**src/rtl/bkpt_pkg.sv**
```systemverilog
package bkpt_pkg;

    localparam int unsigned WORD_W       = 32;
    localparam int unsigned CMP_ADDR_W   = 27;
    localparam int unsigned CTRL_WORD    = 0;
    localparam int unsigned FIRST_SLOT   = 2;
    localparam int unsigned MAX_SLOTS    = 15;

    typedef enum logic [1:0] {
        HSEL_NONE = 2'b00,
        HSEL_LOW  = 2'b01,
        HSEL_HIGH = 2'b10,
        HSEL_BOTH = 2'b11
    } half_sel_e;

    typedef struct packed {
        half_sel_e             sel;
        logic [CMP_ADDR_W-1:0] word;
        logic                  en;
    } cmp_cfg_t;

    function automatic logic [WORD_W-1:0] cmp_to_word(cmp_cfg_t c);
        return {c.sel, 1'b0, c.word, 1'b0, c.en};
    endfunction

    function automatic cmp_cfg_t word_to_cmp(logic [WORD_W-1:0] w);
        cmp_cfg_t c;
        c.sel  = half_sel_e'(w[31:30]);
        c.word = w[28:2];
        c.en   = w[0];
        return c;
    endfunction

    function automatic logic [WORD_W-1:0] ctrl_to_word(logic en, logic [3:0] cnt);
        return {24'b0, cnt, 3'b000, en};
    endfunction

    function automatic logic ctrl_key(logic [WORD_W-1:0] w);
        return w[1];
    endfunction

    function automatic logic ctrl_en(logic [WORD_W-1:0] w);
        return w[0];
    endfunction

    function automatic logic in_code_region(logic [WORD_W-1:0] a);
        return a[31:29] == 3'b000;
    endfunction

    function automatic logic half_allowed(half_sel_e s, logic upper);
        return upper ? s[1] : s[0];
    endfunction

    function automatic logic slot_matches(cmp_cfg_t c, logic [WORD_W-1:0] a);
        return c.en && in_code_region(a) && (a[28:2] == c.word)
               && half_allowed(c.sel, a[1]);
    endfunction

endpackage

```
**src/rtl/bkpt_bus_decode.sv**
```systemverilog
module bkpt_bus_decode
    import bkpt_pkg::*;
#(
    parameter int unsigned NUM_CMP = 4,
    parameter int unsigned ADDR_W  = 7
) (
    input  logic                            clk,
    input  logic                            rst,
    input  logic                            bus_sel,
    input  logic                            bus_write,
    input  logic [ADDR_W-1:0]               bus_addr,
    input  logic [WORD_W-1:0]               ctrl_rdata,
    input  logic [NUM_CMP-1:0][WORD_W-1:0]  slot_rdata,
    output logic                            ctrl_wr,
    output logic [NUM_CMP-1:0]              slot_wr,
    output logic [WORD_W-1:0]               rdata
);
    localparam int unsigned WIDX_W = ADDR_W - 2;

    logic [WIDX_W-1:0] widx;
    logic              aligned;

    assign widx    = bus_addr[ADDR_W-1:2];
    assign aligned = (bus_addr[1:0] == 2'b00);

    assign ctrl_wr = bus_sel && bus_write && aligned && (widx == WIDX_W'(CTRL_WORD));

    for (genvar i = 0; i < NUM_CMP; i++) begin : g_wr
        assign slot_wr[i] = bus_sel && bus_write && aligned
                            && (widx == WIDX_W'(FIRST_SLOT + i));
    end

    always_comb begin
        rdata = '0;
        if (bus_sel && aligned) begin
            if (widx == WIDX_W'(CTRL_WORD)) rdata = ctrl_rdata;
            for (int i = 0; i < NUM_CMP; i++) begin
                if (widx == WIDX_W'(FIRST_SLOT + i)) rdata = slot_rdata[i];
            end
        end
    end

    // one access reaches at most one register
    assert_single_target_R10: assert property (@(posedge clk) disable iff (rst)
        $onehot0({ctrl_wr, slot_wr}));

endmodule

```
**src/rtl/bkpt_ctrl_regs.sv**
```systemverilog
module bkpt_ctrl_regs
    import bkpt_pkg::*;
#(
    parameter int unsigned NUM_CMP = 4
) (
    input  logic              clk,
    input  logic              rst,
    input  logic              wr_en,
    input  logic [WORD_W-1:0] wdata,
    output logic              glob_en,
    output logic [WORD_W-1:0] rdata
);
    localparam logic [3:0] CNT = 4'(NUM_CMP);

    always_ff @(posedge clk) begin
        if (rst) begin
            glob_en <= 1'b0;
        end else if (wr_en && ctrl_key(wdata)) begin
            glob_en <= ctrl_en(wdata);
        end
    end

    assign rdata = ctrl_to_word(glob_en, CNT);

    // a keyless control write leaves the enable alone
    assert_key_gate_R3: assert property (@(posedge clk) disable iff (rst)
        (wr_en && !wdata[1]) |=> $stable(glob_en));

endmodule

```
**src/rtl/bkpt_cmp_slot.sv**
```systemverilog
module bkpt_cmp_slot
    import bkpt_pkg::*;
(
    input  logic              clk,
    input  logic              rst,
    input  logic              wr_en,
    input  logic [WORD_W-1:0] wdata,
    input  logic              glob_en,
    input  logic              fetch_valid,
    input  logic [WORD_W-1:0] fetch_addr,
    output logic [WORD_W-1:0] rdata,
    output logic              hit
);
    cmp_cfg_t cfg;

    always_ff @(posedge clk) begin
        if (rst) begin
            cfg <= '{sel: HSEL_NONE, word: '0, en: 1'b0};
        end else if (wr_en) begin
            cfg <= word_to_cmp(wdata);
        end
    end

    assign rdata = cmp_to_word(cfg);
    assign hit   = glob_en && fetch_valid && slot_matches(cfg, fetch_addr);

    // a disabled slot is silent
    assert_slot_off_R6: assert property (@(posedge clk) disable iff (rst)
        !rdata[0] |-> !hit);

    // select 00 matches nothing
    assert_sel_none_R7: assert property (@(posedge clk) disable iff (rst)
        (rdata[31:30] == 2'b00) |-> !hit);

endmodule

```
**src/rtl/hw_bkpt_unit.sv**
```systemverilog
module hw_bkpt_unit
    import bkpt_pkg::*;
#(
    parameter int unsigned NUM_CMP = 4,
    parameter int unsigned ADDR_W  = 7
) (
    input  logic               clk,
    input  logic               rst,
    input  logic               bus_sel,
    input  logic               bus_write,
    input  logic [ADDR_W-1:0]  bus_addr,
    input  logic [31:0]        bus_wdata,
    output logic [31:0]        bus_rdata,
    input  logic               fetch_valid,
    input  logic [31:0]        fetch_addr,
    output logic               bkpt_hit,
    output logic [NUM_CMP-1:0] bkpt_hit_mask
);
    logic                           ctrl_wr;
    logic [NUM_CMP-1:0]             slot_wr;
    logic [WORD_W-1:0]              ctrl_rdata;
    logic [NUM_CMP-1:0][WORD_W-1:0] slot_rdata;
    logic                           glob_en;

    bkpt_bus_decode #(.NUM_CMP(NUM_CMP), .ADDR_W(ADDR_W)) u_decode (
        .clk        (clk),
        .rst        (rst),
        .bus_sel    (bus_sel),
        .bus_write  (bus_write),
        .bus_addr   (bus_addr),
        .ctrl_rdata (ctrl_rdata),
        .slot_rdata (slot_rdata),
        .ctrl_wr    (ctrl_wr),
        .slot_wr    (slot_wr),
        .rdata      (bus_rdata)
    );

    bkpt_ctrl_regs #(.NUM_CMP(NUM_CMP)) u_ctrl (
        .clk     (clk),
        .rst     (rst),
        .wr_en   (ctrl_wr),
        .wdata   (bus_wdata),
        .glob_en (glob_en),
        .rdata   (ctrl_rdata)
    );

    for (genvar i = 0; i < NUM_CMP; i++) begin : g_slot
        bkpt_cmp_slot u_slot (
            .clk         (clk),
            .rst         (rst),
            .wr_en       (slot_wr[i]),
            .wdata       (bus_wdata),
            .glob_en     (glob_en),
            .fetch_valid (fetch_valid),
            .fetch_addr  (fetch_addr),
            .rdata       (slot_rdata[i]),
            .hit         (bkpt_hit_mask[i])
        );
    end

    assign bkpt_hit = |bkpt_hit_mask;

    // global enable gates every slot
    assert_global_gate_R5: assert property (@(posedge clk) disable iff (rst)
        !glob_en |-> !bkpt_hit);

    // nothing above the code region hits
    assert_code_region_R9: assert property (@(posedge clk) disable iff (rst)
        (fetch_addr[31:29] != 3'b000) |-> (bkpt_hit_mask == '0));

    // idle fetch bus gives no hit
    assert_idle_fetch_R11: assert property (@(posedge clk) disable iff (rst)
        !fetch_valid |-> !bkpt_hit);

endmodule

```
**config.mk**
```make
export PLATFORM = sky130hd
export DESIGN_NAME = hw_bkpt_unit
export DESIGN_NICKNAME = d
export VERILOG_FILES = /design/src/rtl/bkpt_pkg.sv /design/src/rtl/bkpt_bus_decode.sv /design/src/rtl/bkpt_ctrl_regs.sv /design/src/rtl/bkpt_cmp_slot.sv /design/src/rtl/hw_bkpt_unit.sv
export SDC_FILE = /design/constraint.sdc
export NUM_CORES = 1
export LEC_CHECK = 0
export CAP_MARGIN = 10
export CELL_PAD_IN_SITES_DETAIL_PLACEMENT = 1
export CELL_PAD_IN_SITES_GLOBAL_PLACEMENT = 1
export CORE_MARGIN = 5
export CORE_UTILIZATION = 30
export CTS_CLUSTER_SIZE = 14
export DETAILED_ROUTE_END_ITERATION = 10
export GPL_ROUTABILITY_DRIVEN = 0
export GPL_TIMING_DRIVEN = 0
export PLACE_DENSITY = 0.64
export SLEW_MARGIN = 20
export SYNTH_ARGS = -nofsm -noshare
export SYNTH_HDL_FRONTEND = slang
export SYNTH_SLANG_ARGS = --single-unit
```
**constraint.sdc**
```tcl
create_clock -name clk -period 3.4 [get_ports clk]
set_input_delay 0.85 -clock clk [delete_from_list [all_inputs] [get_ports clk]]
set_output_delay 0.85 -clock clk [all_outputs]
set_load 0.03 [all_outputs]
```
==> impl_metrics.py, run 1 <==
metrics = {
    "outcome": {
        "status": "finished with violations",
        "violations": "setup timing",
    },
    "sta": {
        "holdWs_ns": 0.4607,
        "skew_ns": 0,
        "max_freq_mhz": 290.4,
        "relSlewSlack_pct": 41.17,
        "hold_violations": 0,
        "tightest_slew_ns": 0.8824,
        "rsz0062_at_grt": "yes",
        "drv_slew": 0,
        "finalCriticalPeriod_ns": 3.443,
        "timing.final.crit_share_pct": 101.3,
        "fin_ws_ns": -0.04296,
        "finalSetupViolCount": 1,
    },
    "layout": {
        "area_growth_pct": 41.48,
        "fillCellCount": 2457,
        "diodes": 0,
        "final_util_pct": 43.33,
        "final_cell_mix": "nand2_1, a21oi_1, dfxtp_1, xor2_1, a22oi_1",
        "drive_above_1_share_pct": 20.75,
        "fin_nets": 1047,
        "layout_commonest_cell": "nand2_1",
        "design_area_um2": 8825,
    },
    "worst_setup_path": {
        "cp.depth": 8,
        "reg2reg_depth": 2,
        "critical_path_buf_inv_count": 3,
        "reg2reg_from": "u_ctrl.glob_en",
        "end_kind": "output port",
        "cpLargestDelayFamily": "simple AND/OR/NAND/NOR gates",
        "critPathLaunchType": "primary input",
        "crit_type": "primary input to output port",
        "timing.rr.end": "u_ctrl.glob_en",
        "reg2reg_slack_ns": 2.58,
        "cp_max_fo": 4,
        "path_cells": "dlygate4sd2_1 -> xor2_1 -> nor4_2 -> nand3_2 -> nor4_4 -> buf_4 -> or4_4 -> buf_6",
        "slowest_delay_ns": 0.36,
        "crit_required_ns": 2.55,
        "cpMaxStageDelayCell": "nor4_4",
        "arrival_ns": 2.59,
    },
    "global_route": {
        "grt_max_degree": 17,
        "antenna_found_initial": 0,
        "first_global_vias": 6827,
        "grt_use_total_pct": 24.58,
        "grt_pass1_wl_um": 43950,
        "grt-ovfl-total": 0,
    },
    "power": {
        "peakVddDrop_uv": 322.2,
        "power_leakage_nw": 3.149,
        "power.density_nw_per_um2": 403.6,
        "power_mw": 3.562,
    },
    "clock_network": {
        "cts_root_buf": "clkbuf_16",
        "clk_latency_ns": 0.42,
        "cts_inserted_buffers": 17,
        "path_clk_slew_ns": 0.06,
        "cts.sinks": 121,
        "cts-htree-levels": 4,
        "clockBufferDepth": 2,
        "ctsHoldBuffers": 0,
        "cts_tree": "built",
    },
    "min_path": {
        "hp-start": "g_slot[2].u_slot.rdata[6]",
        "hp-class": "register to register",
        "min_path_cells": 2,
        "hold-path-endpoint": "g_slot[2].u_slot.rdata[6]",
    },
    "synth": {
        "netlist_instances": 825,
        "synth.distinct_cells": 33,
        "syn_area_um2": 6237,
        "ys_seq_area_share_pct": 38.84,
        "ys_ff_latch": 121,
        "ys_warn_count": 0,
        "synth_area_per_cell_um2": 7.560,
    },
    "routing": {
        "firstDrtPassIters": 5,
        "ant_nets": 0,
        "wire_per_inst_um": 23.74,
        "wl_um": 29750,
        "vias": 6711,
        "avgViaCountPerCell": 5.356,
        "drtIter0Drc": 569,
        "drc_errors": 0,
    },
    "floorplanning": {
        "rows": 52,
        "core_area_um2": 20360,
        "die_w_um": 154.2,
        "die_h_um": 154.2,
        "ios": 113,
        "dieArea_um2": 23770,
        "initial_utilization_pct": 30.63,
    },
    "flow_run": {
        "max_cap_violations": 0,
    },
    "place": {
        "io_buffers": 107,
        "dpl.hpwl_um": 21500,
        "dpl_cell_area_um2": 7650,
    },
}
[cell usage after synthesis, drive strengths merged]
cell     count  share of area [%]
o21ai        3               0.24
o22ai        2               0.20
clkbuf      40                2.4
mux2         1               0.18
nor2         7               0.42
conb         1              0.060
or4b         1               0.16
xor2        93                 13
nand2b       2               0.20
xnor2       12                1.7
nand4        6               0.60
or4          2               0.30
buf         18                1.6
nand3        9               0.72
a222oi       1               0.16
nand2      249                 15
a21oi      151                 12
o2111ai      1               0.14
nor3         5               0.40
and3         3               0.30
nor4        27                2.8
nor3b        1               0.20
and2         1               0.10
mux2i        4               0.64
o211ai       1               0.12
inv          4               0.24
nor2b        2               0.20
a22oi       57                6.9
dfxtp      121                 39
[layer usage]
metal | routed length, um | global-route usage [%]
met1 | 13340 | 34.30
met2 | 13700 | 38.71
met3 | 2025 | 4.778
met4 | 686 | 7.065
met5 | 0 | 0
[tightest hold or removal path: cells and delay by family (launching register included)]
kind	cells	cell delay [ns]
flops	1	0.31
simple gates	1	0.05
compound gates	1	0.06
[state kept, by name, summed over array words and instances, names as in the netlist]
| signal | flops |
|---|---|
| g_slot.u_slot.rdata | 120 |
| u_ctrl.glob_en | 1 |
[what timing repair did]
item	CTS	global route
resized for setup	349	87
pin swaps	28	27
endpoints found under the hold margin	0	0
cloned	2	0
buffers inserted	13	4
setup endpoints to repair	35	35
[how the worst max path moves through the flow]
| stage | startpoint | end | slack, ns |
|---|---|---|---|
| 3_3_place_gp | bus_addr[2] | bus_rdata[27] | -1.62 |
| 5_1_grt | fetch_addr[20] | bkpt_hit | -0.11 |
| 4_1_cts | fetch_valid | bkpt_hit | -0.13 |
| 3_5_place_dp | bus_addr[2] | bus_rdata[20] | -1.61 |
| 6_report | fetch_addr[20] | bkpt_hit | -0.04 |
| 2_1_floorplan | bus_addr[5] | bus_rdata[20] | 0.12 |
[cell families after synthesis]
group,share of synthesized area (%)
muxes,0.8225
and+or+nand+nor,21.40
DFF,38.84
xor gates and xnor gates,14.74
AOI/OAI and AO/OA,19.84
other,0.06012
buffers and inverters,4.293
[layout make-up]
cell class                      instances  area (um^2)  share of cell area [%]
Multi-Input combinational cell        643         4071                   46.14
Sequential cell                       121         2422                   27.45
Timing Repair Buffer                  126         1062                   12.04
Clock buffer                           22        474.2                   5.374
Buffer                                 58        344.1                   3.899
Tap cell                              270        337.8                   3.828
Clock inverter                          9        97.59                   1.106
Inverter                                4        15.01                  0.1701
[metrics by stage]
stage | TNS, ns | instances | setup slack (ns)
4_1_cts | -0.2456 | 1249 | -0.1315
3_3_place_gp | -46.16 | 1203 | -1.625
2_1_floorplan | 0 | 826 | 0.1179
6_report | -0.04296 | 1253 | -0.04296
5_1_grt | -0.1790 | 1253 | -0.1115
3_5_place_dp | -47.13 | 1203 | -1.610
[where the power goes]
| part | total, mW | internal [mW] | switching [mW] |
|---|---|---|---|
| clock network | 1.80 | 1.12 | 0.680 |
| registers | 1.42 | 1.42 | 0.00190 |
| logic | 0.337 | 0.123 | 0.213 |
| total | 3.56 | 2.67 | 0.895 |
Power figures use the tool's default switching activity.
==> run 2, diff against run 1 <==
Settings changed: CORE_ASPECT_RATIO set to 1.5, GPL_ROUTABILITY_DRIVEN 0 to not set.
==> run 2 against run 1 <==
Compared with the run above: the flow still finishes with violations (setup timing); total power grew 2.0%; via count shrank 0.54%; sequential share of layout area grew 0.94 points; sequential cell count is the same; clock skew is the same; cell count shrank 1.0%; global-route usage shrank 0.15 points; critical path type unchanged; highest routed layer unchanged.
==> impl_metrics.py, run 2 (synthesis gave the netlist of run 1 again) <==
metrics = {
    "routing": {
        "drtIter0Drc": 489,
        "ant_nets": 0,
        "vias": 6675,
        "firstDrtPassIters": 5,
        "drc_errors": 0,
        "wire_per_inst_um": 23.80,
        "wl_um": 29520,
        "avgViaCountPerCell": 5.383,
    },
    "power": {
        "p_sw_share_pct": 25.09,
        "power_mw": 3.633,
        "seqPwrFrac_pct": 39.1,
        "p_sw_mw": 0.9113,
        "power.density_nw_per_um2": 425.8,
        "p_comb_share_pct": 8.6,
        "power.internal_mw": 2.721,
        "p_clk_share_pct": 52.2,
        "peakVddDrop_uv": 324.6,
        "power_leakage_nw": 3.111,
    },
    "outcome": {
        "violations": "setup timing",
        "status": "finished with violations",
    },
    "global_route": {
        "grt-ovfl-total": 0,
        "grt_max_degree": 17,
        "grt_use_total_pct": 24.43,
        "antenna_found_initial": 0,
        "first_global_vias": 6823,
        "grt_pass1_wl_um": 43460,
    },
    "layout": {
        "largest_reg_flops": 120,
        "drive_above_1_share_pct": 17.01,
        "final_cell_mix": "nand2_1, a21oi_1, dfxtp_1, xor2_1, a22oi_1",
        "multiInputGateArea_um2": 3864,
        "fin_nets": 1039,
        "area_growth_pct": 36.79,
        "seqCellArea_um2": 2422,
        "layout_commonest_cell": "nand2_1",
        "fillCellCount": 2505,
        "diodes": 0,
    },
    "sta": {
        "hold_violations": 0,
        "relSlewSlack_pct": 44.42,
        "fin_ws_ns": -0.001251,
        "drv_slew": 0,
        "tightest_slew_ns": 0.8337,
        "finalCriticalPeriod_ns": 3.401,
        "max_freq_mhz": 294.0,
        "timing.final.crit_share_pct": 100.0,
        "finalSetupViolCount": 1,
        "rsz0062_at_grt": "yes",
        "skew_ns": 0,
    },
    "floorplanning": {
        "core_area_um2": 20420,
        "die_w_um": 127.7,
        "initial_utilization_pct": 30.55,
        "die_h_um": 186.6,
        "ios": 113,
        "dieArea_um2": 23830,
        "rows": 64,
    },
    "worst_setup_path": {
        "cp_max_fo": 2,
        "arrival_ns": 2.55,
        "end_kind": "output port",
        "crit_type": "primary input to output port",
        "crit_required_ns": 2.55,
        "critPathLaunchType": "primary input",
    },
    "place": {
        "dpl.hpwl_um": 21990,
        "gp_congestion": 0.9382,
        "io_buffers": 107,
        "dp_slack_ns": -1.582,
    },
    "clock_network": {
        "cts_inserted_buffers": 17,
        "cts_root_buf": "clkbuf_16",
        "clk_latency_ns": 0.42,
        "path_clk_slew_ns": 0.05,
        "cts_tree": "built",
        "ctsHoldBuffers": 0,
        "cts-htree-levels": 4,
        "cts.sinks": 121,
        "clockBufferDepth": 2,
    },
    "flow_run": {
        "max_cap_violations": 0,
    },
    "min_path": {
        "hp-class": "register to register",
    },
}
[run 2: cell count changes in the layout (fill, tap and decap cells not counted), sizes merged]
cell	previous run	this run
dlygate4sd2	3	12
clkdlybuf4s18	1	0
bufinv	2	3
clkinvlp	1	4
clkdlybuf4s15	18	6
buf	76	69
dlymetal6s2s	0	1
clkinv	6	5
[run 2: final timing paths]
check	from	endpoint	slack, ns	cells after the start
hold / removal	g_slot[2].u_slot.rdata[6]	g_slot[2].u_slot.rdata[6]	0.45	2
setup / recovery	fetch_addr[31]	bkpt_hit	-0.001	6
hold reg to reg	g_slot[2].u_slot.rdata[6]	g_slot[2].u_slot.rdata[6]	0.45	2
setup reg to reg	g_slot[0].u_slot.rdata[6]	g_slot[0].u_slot.rdata[6]	2.61	2
[run 2: worst max-delay path, stage by stage]
cell	delay (ns)
buf_6	0.09
or4_4	0.56
or4b_4	0.52
nor4_4	0.22
or4_4	0.19
buf_6	0.12
[run 2: cell type report]
type | count | share of cell area (%)
buffer | 58 | 4.004
clock buffer | 20 | 5.353
clock inverter | 12 | 1.745
inverter | 4 | 0.1760
multi-input combinational | 643 | 45.29
sequential | 121 | 28.39
tap | 264 | 3.872
timing repair buffer | 118 | 11.17
[run 2: power groups by stage]
stage,Clock [mW],Sequential (mW),Combinational (mW)
after floorplan,0,1.45,0.0930
after global placement,0,1.45,0.296
after detailed placement,0,1.45,0.295
after CTS,1.90,1.42,0.305
after global routing,1.97,1.42,0.326
final,1.90,1.42,0.314
[run 2: routing by layer]
| layer | track usage, % | share of wire (%) |
|---|---|---|
| met3 | 3.690 | 5.1 |
| met2 | 43.16 | 51 |
| met1 | 29.22 | 40 |
| met4 | 9.763 | 3.7 |
| met5 | 0 | 0 |
[run 2: stage by stage]
stage | setup TNS, ns | utilization, % | hold slack, ns | instances | area, um^2
global route | -0.01441 | 41.78 | 0.4734 | 1240 | 8532
global placement | -44.36 | 37.43 | 0.4465 | 1197 | 7642
detailed placement | -44.23 | 37.43 | 0.4504 | 1197 | 7642
finish | -0.001251 | 41.78 | 0.4532 | 1240 | 8532
CTS | -0.1890 | 41.56 | 0.4577 | 1238 | 8486
floorplan | 0 | - | 0.4363 | 826 | 6241
[run 2: repair_timing]
action	4_1_cts	5_1_grt
pin swaps	27	21
gates resized for setup	312	60
endpoints found under the setup margin	35	35
setup buffers	8	2
gates cloned	1	0
hold endpoints to repair	0	0
==> run 3, diff against run 2 <==
Settings changed: CTS_CLUSTER_SIZE 14 to not set, SLEW_MARGIN 20 to not set.
==> results of run 3 <==
Same layout as run 2: the final DEF is identical, and so are final timing and power.
